===== src/rtl/fbg_pkg.sv =====
package fbg_pkg;
  typedef enum logic {OS_X16 = 1'b0, OS_X4 = 1'b1} os_sel_e;

  localparam int unsigned SampW = 4;

  function automatic logic [SampW-1:0] last_samp(os_sel_e s);
    return (s == OS_X4) ? SampW'(3) : SampW'(15);
  endfunction
endpackage


===== src/rtl/brg_gate.sv =====
module brg_gate (
  input  logic dbg_halt_i,
  input  logic dbg_run_i,
  output logic run_o
);
  assign run_o = ~dbg_halt_i | dbg_run_i;
endmodule


===== src/rtl/brg_cfg.sv =====
module brg_cfg
  import fbg_pkg::*;
#(
  parameter int unsigned BrtW = 8,
  parameter int unsigned FmdW = 4
) (
  input  logic            clk_i,
  input  logic            rst_ni,
  input  logic            load_i,
  input  logic [BrtW-1:0] brt_i,
  input  logic [FmdW-1:0] fmd_i,
  input  logic            os4_i,
  output logic [BrtW-1:0] brt_o,
  output logic [FmdW-1:0] fmd_o,
  output os_sel_e         os_o
);
  always_ff @(posedge clk_i or negedge rst_ni) begin
    if (!rst_ni) begin
      brt_o <= '0;
      fmd_o <= '0;
      os_o  <= OS_X16;
    end else if (load_i) begin
      brt_o <= brt_i;
      fmd_o <= fmd_i;
      os_o  <= os_sel_e'(os4_i);
    end
  end

  p_cfg_hold_r7: assert property (@(posedge clk_i) disable iff (!rst_ni)
    !load_i |=> ($stable(brt_o) && $stable(fmd_o) && $stable(os_o)));
endmodule


===== src/rtl/brg_frac.sv =====
module brg_frac #(
  parameter int unsigned FmdW = 4
) (
  input  logic            clk_i,
  input  logic            rst_ni,
  input  logic            clr_i,
  input  logic            adv_i,
  input  logic [FmdW-1:0] fmd_i,
  output logic            stretch_o
);
  logic [FmdW-1:0] acc_q;
  logic [FmdW:0]   sum;

  assign sum       = {1'b0, acc_q} + {1'b0, fmd_i};
  assign stretch_o = sum[FmdW];

  always_ff @(posedge clk_i or negedge rst_ni) begin
    if (!rst_ni)    acc_q <= '0;
    else if (clr_i) acc_q <= '0;
    else if (adv_i) acc_q <= sum[FmdW-1:0];
  end

  p_acc_hold_r5: assert property (@(posedge clk_i) disable iff (!rst_ni)
    !(clr_i || adv_i) |=> $stable(acc_q));
  p_acc_clear_r6: assert property (@(posedge clk_i) disable iff (!rst_ni)
    clr_i |=> (acc_q == '0));
endmodule


===== src/rtl/brg_div.sv =====
module brg_div
  import fbg_pkg::*;
#(
  parameter int unsigned BrtW = 8
) (
  input  logic            clk_i,
  input  logic            rst_ni,
  input  logic            run_i,
  input  logic            en_i,
  input  logic [BrtW-1:0] brt_i,
  input  os_sel_e         os_i,
  input  logic            stretch_i,
  output logic            samp_tick_o,
  output logic            bit_tick_o,
  output logic            bit_end_o
);
  localparam int unsigned CntW = BrtW + 1;

  logic [CntW-1:0]  div_cnt_q;
  logic [SampW-1:0] samp_cnt_q;
  logic [CntW-1:0]  lim;
  logic             is_last, at_lim;

  assign is_last   = (samp_cnt_q == last_samp(os_i));
  // stretch lands on the last sample of the bit
  assign lim       = {1'b0, brt_i} + CntW'(is_last & stretch_i);
  assign at_lim    = (div_cnt_q == lim);
  assign bit_end_o = run_i & en_i & at_lim & is_last;

  always_ff @(posedge clk_i or negedge rst_ni) begin
    if (!rst_ni) begin
      div_cnt_q   <= '0;
      samp_cnt_q  <= '0;
      samp_tick_o <= 1'b0;
      bit_tick_o  <= 1'b0;
    end else if (run_i) begin
      if (!en_i) begin
        div_cnt_q   <= '0;
        samp_cnt_q  <= '0;
        samp_tick_o <= 1'b0;
        bit_tick_o  <= 1'b0;
      end else begin
        samp_tick_o <= at_lim;
        bit_tick_o  <= at_lim & is_last;
        if (at_lim) begin
          div_cnt_q  <= '0;
          samp_cnt_q <= is_last ? '0 : samp_cnt_q + 1'b1;
        end else begin
          div_cnt_q  <= div_cnt_q + 1'b1;
        end
      end
    end
  end

  p_freeze_r8: assert property (@(posedge clk_i) disable iff (!rst_ni)
    !run_i |=> ($stable(div_cnt_q) && $stable(samp_cnt_q) &&
                $stable(samp_tick_o) && $stable(bit_tick_o)));
  p_clear_r6: assert property (@(posedge clk_i) disable iff (!rst_ni)
    (run_i && !en_i) |=> (div_cnt_q == '0 && samp_cnt_q == '0 &&
                          !samp_tick_o && !bit_tick_o));
  p_bit_on_samp_r4: assert property (@(posedge clk_i) disable iff (!rst_ni)
    bit_tick_o |-> samp_tick_o);
  p_div_bound_r2: assert property (@(posedge clk_i) disable iff (!rst_ni)
    div_cnt_q <= ({1'b0, brt_i} + CntW'(1)));
  p_samp_bound_r3: assert property (@(posedge clk_i) disable iff (!rst_ni)
    samp_cnt_q <= last_samp(os_i));
endmodule


===== src/rtl/frac_baud_gen.sv =====
module frac_baud_gen
  import fbg_pkg::*;
#(
  parameter int unsigned BrtW = 8,
  parameter int unsigned FmdW = 4
) (
  input  logic            clk_i,
  input  logic            rst_ni,
  input  logic            en_i,
  input  logic [BrtW-1:0] brt_i,
  input  logic [FmdW-1:0] fmd_i,
  input  logic            os4_i,
  input  logic            dbg_halt_i,
  input  logic            dbg_run_i,
  output logic            clk_gate_o,
  output logic            sample_tick_o,
  output logic            bit_tick_o
);
  logic            run, bit_end, stretch;
  logic [BrtW-1:0] brt_sh;
  logic [FmdW-1:0] fmd_sh;
  os_sel_e         os_sh;

  brg_gate i_gate (
    .dbg_halt_i (dbg_halt_i),
    .dbg_run_i  (dbg_run_i),
    .run_o      (run)
  );

  brg_cfg #(.BrtW(BrtW), .FmdW(FmdW)) i_cfg (
    .clk_i  (clk_i),
    .rst_ni (rst_ni),
    .load_i (run & (~en_i | bit_end)),
    .brt_i  (brt_i),
    .fmd_i  (fmd_i),
    .os4_i  (os4_i),
    .brt_o  (brt_sh),
    .fmd_o  (fmd_sh),
    .os_o   (os_sh)
  );

  brg_frac #(.FmdW(FmdW)) i_frac (
    .clk_i     (clk_i),
    .rst_ni    (rst_ni),
    .clr_i     (run & ~en_i),
    .adv_i     (bit_end),
    .fmd_i     (fmd_sh),
    .stretch_o (stretch)
  );

  brg_div #(.BrtW(BrtW)) i_div (
    .clk_i       (clk_i),
    .rst_ni      (rst_ni),
    .run_i       (run),
    .en_i        (en_i),
    .brt_i       (brt_sh),
    .os_i        (os_sh),
    .stretch_i   (stretch),
    .samp_tick_o (sample_tick_o),
    .bit_tick_o  (bit_tick_o),
    .bit_end_o   (bit_end)
  );

  assign clk_gate_o = run;

  p_dbg_run_r9: assert property (@(posedge clk_i) disable iff (!rst_ni)
    (dbg_run_i && en_i && bit_end) |=> bit_tick_o);
endmodule


===== config.mk =====
export PLATFORM = sky130hd
export DESIGN_NAME = frac_baud_gen
export DESIGN_NICKNAME = d
export VERILOG_FILES = /design/src/rtl/fbg_pkg.sv /design/src/rtl/brg_gate.sv /design/src/rtl/brg_cfg.sv /design/src/rtl/brg_frac.sv /design/src/rtl/brg_div.sv /design/src/rtl/frac_baud_gen.sv
export SDC_FILE = /design/constraint.sdc
export NUM_CORES = 1
export LEC_CHECK = 0
export ABC_AREA = 0
export BUFFER_PORTS_ARGS = -buffer_cell sky130_fd_sc_hd__buf_2
export CORE_ASPECT_RATIO = 2
export CORE_MARGIN = 1
export CORE_UTILIZATION = 35
export CTS_BUF_LIST = sky130_fd_sc_hd__clkbuf_8
export CTS_CLUSTER_DIAMETER = 30
export DETAILED_ROUTE_END_ITERATION = 10
export PLACE_DENSITY_LB_ADDON = 0.2
export REMOVE_ABC_BUFFERS = 1
export SLEW_MARGIN = 20
export SYNTH_ARGS = -nofsm -noshare
export SYNTH_HDL_FRONTEND = slang
export SYNTH_SLANG_ARGS = --single-unit

===== constraint.sdc =====
create_clock -name clk_i -period 10.54 [get_ports clk_i]
set_input_delay 2.108 -clock clk_i [delete_from_list [all_inputs] [get_ports clk_i]]
set_output_delay 2.108 -clock clk_i [all_outputs]
set_load 0.02 [all_outputs]

# After elaboration in Yosys (flattened, before gate mapping)
# Cells that the tools add are included.
[totals]
elab_cells = 38
reg_bits = 32
in_bits = 18
out_inout_bits = 3
[classes]
n_addsub = 4
eq_ne = 3
n_mux = 10
n_bitwise = 11
n_reduce_logical = 2
[op_table]
columns = ["cell", "count"]
rows = [
  ["$mux 4", 6],
  ["$mux 9", 2],
  ["$add 8x9->9", 1],
  ["$add 9x1->9 const B", 1],
  ["$eq 9x9->1", 1],
  ["$and 1x1->1", 7],
  ["$add 4x4->5", 1],
  ["$add 4x1->4 const B", 1],
  ["$eq 4x4->1", 1],
  ["$mux 1", 2],
  ["$ne 2x1->1 const B", 1],
  ["$not 1->1", 2],
  ["$or 1x1->1", 2],
  ["$reduce_and 2->1", 1],
  ["$reduce_bool 2->1", 1],
]

# Logic depth before layout (Yosys ltp)
[logic_depth]
depth_word = 9
mapped_depth = 14
depth_no_buf = 13

# Modules after synthesis
# A second synthesis with hierarchy kept.
[hier_totals]
hier_cells = 182
area_unflattened_um2 = 1938.1
[modules_own_cells]
columns = ["mod", "area_per_inst_um2", "cells_per_inst", "seq_area_each_um2", "n_inst"]
rows = [
  ["brg_div", 1094.8, 123, 375.4, 1],
  ["brg_cfg", 520.5, 27, 325.3, 1],
  ["brg_frac", 299.0, 28, 100.1, 1],
  ["frac_baud_gen", 17.5, 3, 0.0, 1],
  ["brg_gate", 6.3, 1, 0.0, 1],
]

# Worst setup path before layout
# OpenSTA, ideal clock, no wires.
[synth_path]
kind = "input to output"
start = "input dbg_halt_i"
end = "output clk_gate_o"
path_buffers = 0
setup_slack_ns = 5.812
required_time_ns = 8.432
arrival_ns = 2.620
cell_stages = 2
path_cell_list = "nor2b_1 -> clkinv_1"
[synth_between]
elab_chain_cells = 2
[synth_rtl]
columns = ["item", "line_no", "source"]
rows = [
  ["from (decl)", "frac_baud_gen.sv:13", "input logic dbg_halt_i,"],
  ["$not 1->1", "brg_gate.sv:6", "assign run_o = ~dbg_halt_i | dbg_run_i;"],
  ["$or 1x1->1", "brg_gate.sv:6", ""],
  ["to (decl)", "frac_baud_gen.sv:15", "output logic clk_gate_o,"],
]
# No other way between the ends.

# Final worst setup path
[layout_path]
start = "input dbg_run_i"
end = "output clk_gate_o"
[layout_between]
elab_chain_cells = 1
[layout_rtl]
columns = ["item", "line_no", "source"]
rows = [
  ["from (decl)", "frac_baud_gen.sv:14", "input logic dbg_run_i,"],
  ["$or 1x1->1", "brg_gate.sv:6", ""],
]
# No other way between the ends.

==> reports/summary.log <==
INFO  sta            achievable-frequency=193MHz
INFO  yosys          postSynth.topFlopCell=sky130_fd_sc_hd__dfrtp_1
INFO  placement      place_congestion=0.829
INFO  worst_setup_path reg2regPathDepth=13
INFO  hold_path      whs_path_depth=2
INFO  placement      placement_stage_worst_setup_slack=5.34ns
INFO  route          drt-total-wl=4.35mm
INFO  sta            final_setup_violation_count=0
INFO  route          wl_per_cell=15.8um
INFO  sta            fin_tns_setup=0ns
INFO  floorplan      floorplan.rows=38
INFO  worst_setup_path critical_path.startpoint_type=input port
INFO  yosys          async_reset_ff_frac=1.00
INFO  worst_setup_path crit_startpoint=dbg_run_i
INFO  yosys          synth.distinct_cells=49
INFO  worst_setup_path crit-reg2reg-launch=i_cfg.fmd_o[0]$_DFFE_PN0P_
INFO  route          viasPerCell=5.51
INFO  yosys          synth-compound-area-share=0.154
INFO  sta            rsz_0062_raised_after_global_routing=no
INFO  cts            cts_resized=0
INFO  worst_setup_path worst_r2r_endpoint=i_cfg.brt_o[4]$_DFFE_PN0P_
INFO  final_layout   final_net_count=243
INFO  yosys          synth-seq-cells=32
INFO  job            maximum_capacitance_violations=0
INFO  power_and_ir_drop cellPowerDensity=130nW/um^2
INFO  yosys          yosysWarningCount=0
INFO  sta            layout_worst_path_cycle_share=0.492
INFO  global_route   first_global_vias=1,522
INFO  cts            clock_sinks=32
INFO  global_route   grt_antenna_before_repair=0
INFO  worst_setup_path endpoint_kind=output port
INFO  floorplan      core-area=5470um^2
INFO  floorplan      design.die.area=6060um^2
INFO  route          first_pass_iters=4
INFO  floorplan      floorplan.die.height=109um
INFO  floorplan      io_pins=21
INFO  final_layout   synthToLayoutAreaGrowth=12.2%
INFO  worst_setup_path worst-path-max-fanout=22
INFO  yosys          synth_top_family_by_area=simple AND/OR/NAND/NOR gates
INFO  cts            post-cts-setup-buffers=0
INFO  yosys          synth.largest_area_cell=sky130_fd_sc_hd__dfrtp_1
INFO  floorplan      dieWidth=55.5um
INFO  sta            final-hold-violation-count=0
INFO  yosys          yosysSeqAreaShare=0.399
INFO  cts            max-clock-path-buffers=2
INFO  sta            post-route-min-period=5.19ns
INFO  sta            worst-slew-pin-transition=0.739ns
INFO  cts            clockRootBuffer=sky130_fd_sc_hd__clkbuf_8
INFO  cts            tritoncts=built
INFO  final_layout   filler_instances=517
INFO  cts            hold_buffers=0
INFO  cts            cts.htree.levels=2
INFO  yosys          synthTopCellsByArea=sky130_fd_sc_hd__dfrtp_1 (40%), sky130_fd_sc_hd__mux2_4 (7.5%), sky130_fd_sc_hd__ha_1 (5.0%), sky130_fd_sc_hd__nand2_1 (4.3%), sky130_fd_sc_hd__nand3_1 (3.0%)
INFO  power_and_ir_drop static-leakage-power=0.000970uW
INFO  sta            slew_headroom=0.507
INFO  worst_setup_path reg2reg_slack=6.43ns
INFO  placement      dp.final_hpwl=3.16mm
INFO  route          drt_first_iter_violations=53
INFO  global_route   global_route.overflow_total=0
INFO  worst_setup_path worstPathArrival=3.08ns
INFO  sta            finClkSkew=0.00646ns
INFO  yosys          post_synth_and_or_nand_nor_area_fraction=0.195
INFO  sta            layout_setup_ws=5.35ns
INFO  global_route   gr-usage-all-layers=0.162
INFO  cts            clk_latency=0.29ns
INFO  floorplan      initial_utilization=0.367
INFO  route          final_antenna_net_count=0
INFO  sta            whs=0.482ns
INFO  route          drc_errors=0
INFO  sta            finalMaxSlewViolations=0
INFO  cts            inserted_clock_buffers=5
INFO  yosys          post_synth_fa_ha_maj_area_fraction=0.0599
INFO  final_layout   antenna-diode-count=0
INFO  yosys          synth.mux.area_fraction=0.112
INFO  global_route   global_route_wire_length_before_repair=7.41mm
INFO  yosys          postSynthAreaPerCell=10.3um^2
INFO  worst_setup_path endpoint_of_the_worst_setup_timing_path=clk_gate_o
INFO  power_and_ir_drop max-vdd-ir-drop=0.0771mV
INFO  hold_path      min-delay-path-class=flop to flop
INFO  cts            clkSlewWorstSetupHoldPaths=0.07ns
INFO  final_layout   drive_above_1_share=0.218
INFO  route          route.vias.total=1,522
INFO  yosys          synth-xor-area-share=0.0462
INFO  status         outcome=finished clean
INFO  worst_setup_path worst-endpoint-required=8.43ns
INFO  worst_setup_path path_class=input port to output port
INFO  yosys          synth_top_area_share=0.399
INFO  yosys          postSynthCellCount=194
INFO  global_route   pin_count_of_the_biggest_net_entering_global_routing=33
INFO  yosys          synth.cell_area=2010um^2
INFO  placement      place.port_buffers=20
INFO  yosys          synth_edf_count=0
==> worst min path at each step <==
| stage | startpoint | endpoint | slack, ns |
|---|---|---|---|
| after floorplan | i_frac.acc_q[0]$_DFFE_PN0P_ | i_frac.acc_q[0]$_DFFE_PN0P_ | 0.47 |
| after global placement | i_div.samp_tick_o$_DFFE_PN0N_ | i_div.samp_tick_o$_DFFE_PN0N_ | 0.47 |
| after detailed placement | i_div.bit_tick_o$_DFFE_PN0N_ | i_div.bit_tick_o$_DFFE_PN0N_ | 0.47 |
| after CTS | i_div.bit_tick_o$_DFFE_PN0N_ | i_div.bit_tick_o$_DFFE_PN0N_ | 0.49 |
| after global routing | i_div.samp_tick_o$_DFFE_PN0N_ | i_div.samp_tick_o$_DFFE_PN0N_ | 0.52 |
| final | i_div.bit_tick_o$_DFFE_PN0N_ | i_div.bit_tick_o$_DFFE_PN0N_ | 0.48 |
==> power by group <==
part	total, uW	switching (uW)	leakage (uW)	internal, uW
Combinational	44.9	21.2	0.000504	23.7
Sequential	141	10.4	0.000415	131
Clock	105	47.0	0.0000503	58.1
Total	291	78.6	0.000970	213
==> synthesized netlist by cell type, drive strengths merged, types with 2 or more instances <==
cell and number:
mux2 13, mux2i 4, and2 5, ha 8
nor3 2, clkbuf 6, and4b 2, dfrtp 32
o21ai 10, nand4 6, inv 6, nor2b 2
nor2 5, and3 3, a21oi 4, nand2 23
o211ai 8, or3 2, xnor2 4, o22ai 2
nand3 12, a31oi 2, o311ai 4, a21o 3
nor3b 2, xor2 4
==> worst max-delay path: stages <==
cell,delay [ns]
sky130_fd_sc_hd__buf_2,0.09
sky130_fd_sc_hd__nor2b_1,0.09
sky130_fd_sc_hd__buf_4,0.26
sky130_fd_sc_hd__clkinv_1,0.28
sky130_fd_sc_hd__buf_2,0.24
==> state kept, by name, summed over array words and instances, names as in the netlist <==
register,flops
i_cfg.fmd_o,4
i_frac.acc_q,4
i_cfg.os_o,1
i_div.samp_cnt_q,4
i_div.div_cnt_q,9
i_div.samp_tick_o,1
i_cfg.brt_o,8
i_div.bit_tick_o,1
==> per-layer routing <==
| metal | vias up | global-route usage | part of all wire |
|---|---|---|---|
| met2 | 20 | 0.304 | 0.56 |
| met5 | - | 0 | 0 |
| met3 | 7 | 0.0285 | 0.021 |
| li1 | 764 | - | - |
| met1 | 731 | 0.168 | 0.39 |
| met4 | 0 | 0.0893 | 0.023 |
==> final cells by class <==
type	instances	area, um^2	share of cell area
multi-input cells	148	1140	0.505
flip-flops and latches	32	801	0.356
repair buffers	22	115	0.0512
clock buffers	7	96.3	0.0428
well taps	60	75.1	0.0334
inverters	7	26.3	0.0117
==> logic make-up (layout without fill, tap and decap cells) <==
family,Yosys count,count (layout)
buffers and inverters,14,36
flip-flops,32,32
adder cells (fa/ha/maj),9,9
AO/OA/AOI/OAI,41,41
AND/OR/NAND/NOR,72,72
XOR/XNOR,9,9
multiplexers,17,17
==> metrics by stage <==
step | total power, uW | utilization | std cells | instance area [um^2]
floorplan | 174 | - | 187 | 1960
global placement | 189 | 0.394 | 269 | 2150
detailed placement | 189 | 0.394 | 269 | 2150
CTS | 295 | 0.411 | 276 | 2250
global route | 306 | 0.411 | 276 | 2250
finish | 291 | 0.411 | 276 | 2250
==> cell usage in the layout (no fill, tap or decap), types with 2 or more instances in the layout <==
master / synthesis / routed
sky130_fd_sc_hd__dfrtp_1: 32 / 32
sky130_fd_sc_hd__nand2_1: 23 / 23
sky130_fd_sc_hd__buf_2: 0 / 20
sky130_fd_sc_hd__nand3_1: 12 / 12
sky130_fd_sc_hd__o21ai_0: 10 / 10
sky130_fd_sc_hd__mux2_4: 10 / 10
sky130_fd_sc_hd__o211ai_1: 8 / 8
sky130_fd_sc_hd__ha_1: 8 / 8
sky130_fd_sc_hd__clkbuf_8: 0 / 7
sky130_fd_sc_hd__inv_1: 6 / 6
sky130_fd_sc_hd__nand4_1: 6 / 6
sky130_fd_sc_hd__nor2_1: 5 / 5
sky130_fd_sc_hd__and2_1: 5 / 5
sky130_fd_sc_hd__a21oi_1: 4 / 4
sky130_fd_sc_hd__xor2_1: 4 / 4
sky130_fd_sc_hd__xnor2_1: 4 / 4
sky130_fd_sc_hd__mux2i_1: 4 / 4
sky130_fd_sc_hd__o311ai_0: 4 / 4
sky130_fd_sc_hd__a21o_1: 3 / 3
sky130_fd_sc_hd__mux2_2: 3 / 3
sky130_fd_sc_hd__nor3b_1: 2 / 2
sky130_fd_sc_hd__nor2b_1: 2 / 2
sky130_fd_sc_hd__and3_1: 2 / 2
sky130_fd_sc_hd__or3_1: 2 / 2
sky130_fd_sc_hd__nor3_1: 2 / 2
sky130_fd_sc_hd__a31oi_1: 2 / 2
sky130_fd_sc_hd__o22ai_1: 2 / 2
sky130_fd_sc_hd__buf_4: 0 / 2
Power figures use the tool's default switching activity.
